<file path="src/rtl/pcc_pkg.sv">
package pcc_pkg;

    localparam int EXC_W = 3;

    typedef enum logic [EXC_W-1:0] {
        EXC_NONE   = 3'd0,
        EXC_BUBBLE = 3'd1,
        EXC_ADDR   = 3'd2,
        EXC_INSTR  = 3'd3,
        EXC_HALT   = 3'd4,
        EXC_PIPE   = 3'd5
    } exc_e;

    typedef struct packed {
        logic [1:0] ahead_mem;
        logic [1:0] ahead_ex;
        logic       wb_clean;
        logic       mem_clean;
    } slot_view_t;

    // clean: no fault pending in the slot
    function automatic logic slot_clean(input logic [EXC_W-1:0] code);
        return (code == EXC_NONE) || (code == EXC_BUBBLE);
    endfunction

    // real: the slot holds an instruction, not a bubble
    function automatic logic slot_real(input logic [EXC_W-1:0] code);
        return code != EXC_BUBBLE;
    endfunction

    function automatic slot_view_t view_slots(input logic [EXC_W-1:0] wb,
                                              input logic [EXC_W-1:0] mem);
        slot_view_t v;
        v.ahead_mem = {1'b0, slot_real(wb)};
        v.ahead_ex  = v.ahead_mem + {1'b0, slot_real(mem)};
        v.wb_clean  = slot_clean(wb);
        v.mem_clean = slot_clean(mem);
        return v;
    endfunction

endpackage

</file>
<file path="src/rtl/pcc_gate.sv">
module pcc_gate
    import pcc_pkg::*;
#(
    parameter int BUD_W = 32
) (
    input  logic [EXC_W-1:0] wb_exc,
    input  logic [EXC_W-1:0] mem_exc,
    input  logic [BUD_W-1:0] budget,
    output logic             mem_en,
    output logic             cc_en
);
    slot_view_t       v;
    logic [BUD_W-1:0] ahead_mem_w;
    logic [BUD_W-1:0] ahead_ex_w;
    logic             mem_room;
    logic             ex_room;

    always_comb begin
        v           = view_slots(wb_exc, mem_exc);
        ahead_mem_w = BUD_W'(v.ahead_mem);
        ahead_ex_w  = BUD_W'(v.ahead_ex);
        mem_room    = ahead_mem_w < budget;
        ex_room     = ahead_ex_w < budget;
        mem_en      = v.wb_clean && mem_room;
        cc_en       = mem_en && v.mem_clean && ex_room;
    end
endmodule

</file>
<file path="src/rtl/pcc_squash.sv">
module pcc_squash
    import pcc_pkg::*;
(
    input  logic             clk,
    input  logic             rst,
    input  logic [EXC_W-1:0] ex_exc,
    output logic             fd_bubble,
    output logic             de_bubble
);
    logic fault_in_ex;

    assign fault_in_ex = !slot_clean(ex_exc);

    always_ff @(posedge clk) begin
        if (rst) begin
            fd_bubble <= 1'b0;
            de_bubble <= 1'b0;
        end else begin
            fd_bubble <= fault_in_ex;
            de_bubble <= fault_in_ex;
        end
    end
endmodule

</file>
<file path="src/rtl/pcc_counter.sv">
module pcc_counter #(
    parameter int CNT_W = 32
) (
    input  logic             clk,
    input  logic             rst,
    input  logic             inc,
    output logic [CNT_W-1:0] q
);
    always_ff @(posedge clk) begin
        if (rst)
            q <= '0;
        else if (inc)
            q <= q + CNT_W'(1);
    end
endmodule

</file>
<file path="src/rtl/pcc_perf.sv">
module pcc_perf
    import pcc_pkg::*;
#(
    parameter int          CNT_W     = 32,
    parameter int          OP_W      = 4,
    parameter logic [OP_W-1:0] POP2_CODE = 4'd15
) (
    input  logic             clk,
    input  logic             rst,
    input  logic [EXC_W-1:0] wb_exc,
    input  logic [OP_W-1:0]  wb_opcode,
    output logic [CNT_W-1:0] instr_count,
    output logic [CNT_W-1:0] cycle_count
);
    localparam int N_CNT = 2;

    logic             starting;
    logic             completes;
    logic [N_CNT-1:0] inc;
    logic [CNT_W-1:0] cnt [N_CNT];

    assign completes = slot_real(wb_exc) && (wb_opcode != POP2_CODE);
    assign inc[0]    = completes;
    assign inc[1]    = completes || !starting;

    always_ff @(posedge clk) begin
        if (rst)
            starting <= 1'b1;
        else if (completes)
            starting <= 1'b0;
    end

    for (genvar i = 0; i < N_CNT; i++) begin : g_cnt
        pcc_counter #(.CNT_W(CNT_W)) u_cnt (
            .clk (clk),
            .rst (rst),
            .inc (inc[i]),
            .q   (cnt[i])
        );
    end

    assign instr_count = cnt[0];
    assign cycle_count = cnt[1];
endmodule

</file>
<file path="src/rtl/pipe_commit_ctrl.sv">
module pipe_commit_ctrl
    import pcc_pkg::*;
#(
    parameter int              BUD_W     = 32,
    parameter int              CNT_W     = 32,
    parameter int              OP_W      = 4,
    parameter logic [OP_W-1:0] POP2_CODE = 4'd15
) (
    input  logic             clk,
    input  logic             rst,
    input  logic [2:0]       wb_exc,
    input  logic [2:0]       mem_exc,
    input  logic [2:0]       ex_exc,
    input  logic [OP_W-1:0]  wb_opcode,
    input  logic [BUD_W-1:0] instr_budget,
    output logic             mem_update_en,
    output logic             cc_update_en,
    output logic             fd_bubble,
    output logic             de_bubble,
    output logic [CNT_W-1:0] instr_count,
    output logic [CNT_W-1:0] cycle_count
);
    pcc_gate #(.BUD_W(BUD_W)) u_gate (
        .wb_exc  (wb_exc),
        .mem_exc (mem_exc),
        .budget  (instr_budget),
        .mem_en  (mem_update_en),
        .cc_en   (cc_update_en)
    );

    pcc_squash u_squash (
        .clk       (clk),
        .rst       (rst),
        .ex_exc    (ex_exc),
        .fd_bubble (fd_bubble),
        .de_bubble (de_bubble)
    );

    pcc_perf #(
        .CNT_W     (CNT_W),
        .OP_W      (OP_W),
        .POP2_CODE (POP2_CODE)
    ) u_perf (
        .clk         (clk),
        .rst         (rst),
        .wb_exc      (wb_exc),
        .wb_opcode   (wb_opcode),
        .instr_count (instr_count),
        .cycle_count (cycle_count)
    );
endmodule

</file>
<file path="config.mk">
export PLATFORM = sky130hd
export DESIGN_NAME = pipe_commit_ctrl
export DESIGN_NICKNAME = d
export VERILOG_FILES = /design/src/rtl/pcc_pkg.sv /design/src/rtl/pcc_gate.sv /design/src/rtl/pcc_squash.sv /design/src/rtl/pcc_counter.sv /design/src/rtl/pcc_perf.sv /design/src/rtl/pipe_commit_ctrl.sv
export SDC_FILE = /design/constraint.sdc
export NUM_CORES = 1
export LEC_CHECK = 0
export ABC_AREA = 1
export CORE_UTILIZATION = 35
export DETAILED_ROUTE_END_ITERATION = 8
export DONT_BUFFER_PORTS = 1
export GPL_TIMING_DRIVEN = 0
export SYNTH_ARGS = -nofsm -noshare
export SYNTH_HDL_FRONTEND = slang
export SYNTH_SLANG_ARGS = --single-unit
export TNS_END_PERCENT = 100
</file>
<file path="constraint.sdc">
create_clock -name clk -period 1.4 [get_ports clk]
set_input_delay 0.14 -clock clk [delete_from_list [all_inputs] [get_ports clk]]
set_output_delay 0.14 -clock clk [all_outputs]
set_load 0.05 [all_outputs]
</file>
==> impl_metrics.json, run 1 <==
{
  "grt_pass1_wl_um": 17900,
  "setup_viol": 44,
  "clockBufferDepth": 2,
  "viasPerCell": 5.10,
  "ctsRootBufferMaster": "clkbuf_8",
  "synth.most_common_cell": "nand2_1",
  "yosys_warnings": 0,
  "rsz0062_at_grt": "true",
  "hold_viol": 0,
  "grt_max_degree": 12,
  "synthesis.area_mm2": 0.00392,
  "layout_worst_path_cycle_share_pct": 116,
  "layout_setup_ws_ns": -0.230,
  "fillers": 1056,
  "synth_edf_count": 0,
  "synth_seq_cells": 66,
  "power_w": 0.00380,
  "hold_depth": 2,
  "cts_tree": "done",
  "min_to": "u_perf.g_cnt[0].u_cnt.q[2]",
  "core-area_mm2": 0.0109,
  "initial_core_util_pct": 36.0,
  "cts-buffers-inserted": 9,
  "htreeDepth": 3,
  "power.density_mw_per_mm2": 706,
  "yosys.area.top_type": "dfxtp_1",
  "final_cells": 822,
  "syn_to_final_growth_pct": 37.3,
  "final-seq-area_mm2": 0.00154,
  "r2r_cells": 9,
  "dpl.cell_count": 778,
  "worstReg2RegEnd": "u_perf.g_cnt[0].u_cnt.q[8]",
  "hold_slack_ns": 0.214,
  "grt_pass1_vias": 3808,
  "ioPinCount": 115,
  "drc_errors": 0,
  "ir_worst_vdd_mv": 0.509,
  "cp_slowest_stage_delay_ns": 0.48,
  "worstMarginPinSlew_ns": 0.681,
  "maxSlewViolCount": 0,
  "fin_worst_skew_ns": 0.0170,
  "wirelength_um": 11700,
  "ant_nets": 0,
  "crit_chain": "ha_4 > inv_4 > nor2_4 > nand4_1 > buf_4 > nor2_4 > nand2_1 > nand2_1 > nor2_1",
  "place_hpwl_um": 8110,
  "maxCapViolCount": 0,
  "drt_iter0_markers": 165,
  "syn-mean-instance-area_um2": 6.14,
  "grt.overflow.total": 0,
  "final_area_mm2": 0.00538,
  "synth.distinct_cells": 34,
  "fmax_mhz": 613,
  "worst_setup_path_end_kind": "register",
  "start_kind": "register",
  "grt_usage_pct": 19.8,
  "grt_antenna_before_repair": 0,
  "cp_slowest_cell": "dfxtp_4",
  "cts.clk_slew.worst_paths_ns": 0.08,
  "synth_commonest_cells": "nand2_1 (192), nor2_1 (137), inv_1 (69)",
  "drt-wirelength-per-cell_um": 14.2,
  "drive_gt1_share_pct": 36.2,
  "path_class": "reg2reg",
  "gp_congestion": 0.859,
  "cp_data_required_time_ns": 1.67,
  "hp-class": "in2reg",
  "syn_nets": 688,
  "rr_startpoint": "u_perf.g_cnt[0].u_cnt.q[1]",
  "rows": 38,
  "regToRegSetupSlack_ns": -0.23,
  "port_buffers": 0,
  "fp.dieW_um": 108,
  "dieArea_mm2": 0.0116,
  "vias": 4189,
  "worstPathArrival_ns": 1.90,
  "multiInputGateArea_mm2": 0.00289,
  "post-route-min-period_ns": 1.63,
  "clkLatencyLatePin_ns": 0.37,
  "firstDrtPassIters": 4,
  "pre_cts_ws_ns": -0.319,
  "postSynthCellCount": 638,
  "outcome": "finished with violations",
  "min-delay-start": "rst",
  "cp_max_fo": 4,
  "dpl-instance-area_mm2": 0.00426,
  "n_antenna_cell": 0,
  "nNetsFinal": 727,
  "ys_async_sr_fraction_pct": 0,
  "ys_seq_area_share_pct": 33.7,
  "synth_top_flop_cell": "dfxtp_1",
  "maxSlewHeadroom_pct": 54.6,
  "failed_checks": "setup timing",
  "die_y_um": 108,
  "cts.sinks": 66,
  "synth_area_leaders": "dfxtp_1 (34%), nand2_1 (18%), nor2_1 (13%)",
  "synth.top_cell.area_share_pct": 33.7,
  "p_leak_nw": 2.14
}
flip-flops by register name (all words and copies together), names as in the netlist:
signal and cells:
u_perf.g_cnt.u_cnt.q 64, u_perf.starting 1, u_squash.fd_bubble 1
worst max-delay path: cells and delay by family, from the launching register on:
family	cells	cell delay [ns]
adders and majority gates	1	0.19
buffers and inverters	2	0.27
and+or+nand+nor	6	0.59
DFF	1	0.48
report_power, final:
part | total (W) | internal [W] | switching [W]
registers | 0.00192 | 0.00180 | 0.000114
clock network | 0.00164 | 0.000858 | 0.000783
logic | 0.000238 | 0.0000862 | 0.000152
worst max-delay path by stage:
stage	cells after the start	slack (ns)	start	end
3_5_place_dp	9	-0.32	u_perf.g_cnt[1].u_cnt.q[22]	u_perf.g_cnt[1].u_cnt.q[31]
4_1_cts	11	-0.19	u_perf.g_cnt[1].u_cnt.q[0]	u_perf.g_cnt[1].u_cnt.q[22]
6_report	9	-0.23	u_perf.g_cnt[0].u_cnt.q[1]	u_perf.g_cnt[0].u_cnt.q[8]
3_3_place_gp	9	-0.29	u_perf.g_cnt[1].u_cnt.q[22]	u_perf.g_cnt[1].u_cnt.q[31]
2_1_floorplan	10	-0.12	u_perf.g_cnt[1].u_cnt.q[0]	u_perf.g_cnt[1].u_cnt.q[22]
5_1_grt	11	-0.31	u_perf.g_cnt[1].u_cnt.q[0]	u_perf.g_cnt[1].u_cnt.q[22]
metal layers:
layer / track usage, % / wire length [µm] / vias up
met2: 36.1 / 6170 / 123
li1: - / - / 2097
met3: 8.05 / 848 / 18
met5: 0 / 0 / -
met4: 6.07 / 201 / 0
met1: 20.5 / 4430 / 1951
logic make-up after synthesis:
kind of cell | after synthesis | share of synthesized area [%]
adders and majority gates | 3 | 0.958
buffers and inverters | 81 | 8.08
DFF | 66 | 33.7
xor gates and xnor gates | 4 | 0.894
and+or+nand+nor | 431 | 49.2
AOI/OAI and AO/OA | 53 | 7.19
cell type report:
cell class | count | share of cell area [%]
clock buffer | 13 | 3.37
tap | 140 | 3.26
timing repair buffer | 28 | 4.49
inverter | 72 | 5.17
buffer | 9 | 0.861
multi-input combinational | 491 | 53.8
clock inverter | 3 | 0.349
sequential | 66 | 28.7
layout by cell type, fill, tap and decap left out, types with 6 or more instances in the layout:
master,count
nand2_1,152
inv_1,64
nor2_1,96
nor2_4,40
clkbuf_1,6
a21oi_2,6
nand2_2,25
nor3_1,6
nand3_2,8
clkbuf_8,9
o21ai_0,8
buf_6,7
dfxtp_2,6
a21oi_1,27
buf_4,22
dfxtp_4,57
nor2_2,17
nand4_1,18
nand2_4,24
nand3_1,25
through the flow:
stage	util (%)	TNS (ns)
2_1_floorplan	-	-0.873
3_3_place_gp	39.1	-7.73
3_5_place_dp	39.1	-8.90
4_1_cts	44.7	-4.10
5_1_grt	49.4	-10.14
6_report	49.4	-4.89
what timing repair did:
item,CTS,global route
hold buffers,2,0
resized for setup,107,109
setup buffers,8,19
pin swaps,23,49
endpoints found under the setup margin,55,58
endpoints found under the hold margin,1,0
Power figures use the tool's default switching activity.
==> run 2: changes to the inputs <==
--- a/config.mk
+++ b/config.mk
@@ -10,6 +10,7 @@
 export DETAILED_ROUTE_END_ITERATION = 8
 export DONT_BUFFER_PORTS = 1
 export GPL_TIMING_DRIVEN = 0
+export RECOVER_POWER = 50
 export SYNTH_ARGS = -nofsm -noshare
 export SYNTH_HDL_FRONTEND = slang
 export SYNTH_SLANG_ARGS = --single-unit
==> run 2 against run 1 <==
Compared with the run above: the flow still finishes with violations (setup timing); combinational power about the same; register-to-register slack about the same; utilization about the same; maximum frequency unchanged; global-route usage unchanged; critical path depth unchanged; sequential share of layout area about the same; worst setup slack about the same; routed wire length about the same; clock skew unchanged; critical endpoint unchanged; largest cell class unchanged.
==> impl_metrics.json, run 2 (synthesis gave the netlist of run 1 again) <==
{
  "drc_errors": 0,
  "failed_checks": "setup timing",
  "drt_iter0_markers": 165,
  "top_register": "u_perf.g_cnt.u_cnt.q",
  "setup_viol": 44,
  "grt_usage_pct": 19.8,
  "dpl-instance-area_mm2": 0.00426,
  "cts.clk_slew.worst_paths_ns": 0.08,
  "final_area_mm2": 0.00538,
  "p_leak_nw": 2.14,
  "firstDrtPassIters": 4,
  "top_regs": "u_perf.g_cnt.u_cnt.q (64), u_perf.starting (1), u_squash.fd_bubble (1)",
  "ctsRootBufferMaster": "clkbuf_8",
  "fp.dieW_um": 108,
  "pre_cts_ws_ns": -0.319,
  "post-route-min-period_ns": 1.63,
  "worstPathArrival_ns": 1.90,
  "layout_setup_ws_ns": -0.230,
  "fmax_mhz": 613,
  "start_kind": "register",
  "htreeDepth": 3,
  "core-area_mm2": 0.0109,
  "vias": 4189,
  "grt.overflow.total": 0,
  "fin_util_pct": 49.4,
  "layout_worst_path_cycle_share_pct": 116,
  "fin_worst_skew_ns": 0.0170,
  "largest_reg_flops": 64,
  "viasPerCell": 5.10,
  "wirelength_um": 11600,
  "cts_tree": "done",
  "die_y_um": 108,
  "clockBufferDepth": 2,
  "ioPinCount": 115,
  "gp_congestion": 0.859,
  "crit_family": "simple AND/OR/NAND/NOR gates",
  "dieArea_mm2": 0.0116,
  "cp_data_required_time_ns": 1.67,
  "cp_slowest_stage_delay_ns": 0.48,
  "nNetsFinal": 727,
  "final_common_cell": "nand2_1",
  "drive_gt1_share_pct": 36.1,
  "power.density_mw_per_mm2": 706,
  "rsz0062_at_grt": "true",
  "cts.sinks": 66,
  "place_hpwl_um": 8110,
  "initial_core_util_pct": 36.0,
  "maxSlewViolCount": 0,
  "layout_common_cells": "nand2_1 (152), nor2_1 (96), inv_1 (64)",
  "power_w": 0.00380,
  "ir_worst_vdd_mv": 0.509,
  "hp-class": "in2reg",
  "cp_slowest_cell": "dfxtp_4",
  "worst_setup_path_end_kind": "register",
  "path_class": "reg2reg",
  "clkLatencyLatePin_ns": 0.37,
  "hold_viol": 0,
  "grt_pass1_wl_um": 17900,
  "maxCapViolCount": 0,
  "cts-buffers-inserted": 9,
  "maxSlewHeadroom_pct": 54.6,
  "rows": 38,
  "cp_max_fo": 4,
  "fin_setup_tns_ns": -4.92,
  "outcome": "finished with violations",
  "grt_pass1_vias": 3808,
  "drt-wirelength-per-cell_um": 14.2,
  "cp.buffers_inverters": 2,
  "ant_nets": 0,
  "worstMarginPinSlew_ns": 0.681,
  "port_buffers": 0,
  "n_antenna_cell": 0,
  "grt_antenna_before_repair": 0,
  "crit_chain": "ha_4 > inv_4 > nor2_4 > nand4_1 > buf_4 > nor2_4 > nand2_1 > nand2_1 > nor2_1",
  "grt_max_degree": 12,
  "syn_to_final_growth_pct": 37.2
}
[run 2: metal layers]
metal,wire (µm),track usage [%],vias to the layer above
li1,-,-,2096
met1,4420,20.5,1950
met2,6170,36.1,125
met3,860,8.05,18
met4,201,6.07,0
met5,0,0,-
[run 2: worst register-to-register path: stages (launching register included)]
cell and delay, ns:
dfxtp_4 0.48, ha_4 0.19, inv_4 0.04, nor2_4 0.10, nand4_1 0.23, buf_4 0.23
nor2_4 0.10, nand2_1 0.06, nand2_1 0.05, nor2_1 0.05
[run 2: path summary, 6_finish.rpt]
check,cells after the start,start,slack (ns),endpoint
max reg2reg,9,u_perf.g_cnt[0].u_cnt.q[1],-0.23,u_perf.g_cnt[0].u_cnt.q[8]
min,2,rst,0.21,u_perf.g_cnt[0].u_cnt.q[2]
min reg2reg,2,u_perf.g_cnt[1].u_cnt.q[13],0.57,u_perf.g_cnt[1].u_cnt.q[13]
max,9,u_perf.g_cnt[0].u_cnt.q[1],-0.23,u_perf.g_cnt[0].u_cnt.q[8]
[run 2: where the power goes]
| part | switching, W | internal (W) | total (W) |
|---|---|---|---|
| Clock | 0.000783 | 0.000858 | 0.00164 |
| Sequential | 0.000114 | 0.00180 | 0.00192 |
| Combinational | 0.000152 | 0.0000858 | 0.000238 |
[run 2: final cells by class]
class                   instances  area (µm²)
well taps                     140         175
flip-flops and latches         66        1540
inverters                      72         278
multi-input cells             491        2890
repair buffers                 28         241
clock inverters                 3        18.8
clock buffers                  13         181
fillers                      1057        5510
plain buffers                   9        45.0
[run 2: per-stage QoR]
stage | instances | hold slack (ns)
finish | 822 | 0.214
global route | 822 | 0.233
detailed placement | 778 | 0.269
floorplan | 638 | 0.256
global placement | 778 | 0.260
CTS | 804 | 0.218
[run 2: what timing repair did]
action | 4_1_cts | 5_1_grt
endpoints found under the hold margin | 1 | 0
setup buffers | 8 | 19
hold buffers | 2 | 0
endpoints found under the setup margin | 55 | 58
pin swaps | 23 | 49
gates resized for setup | 107 | 109
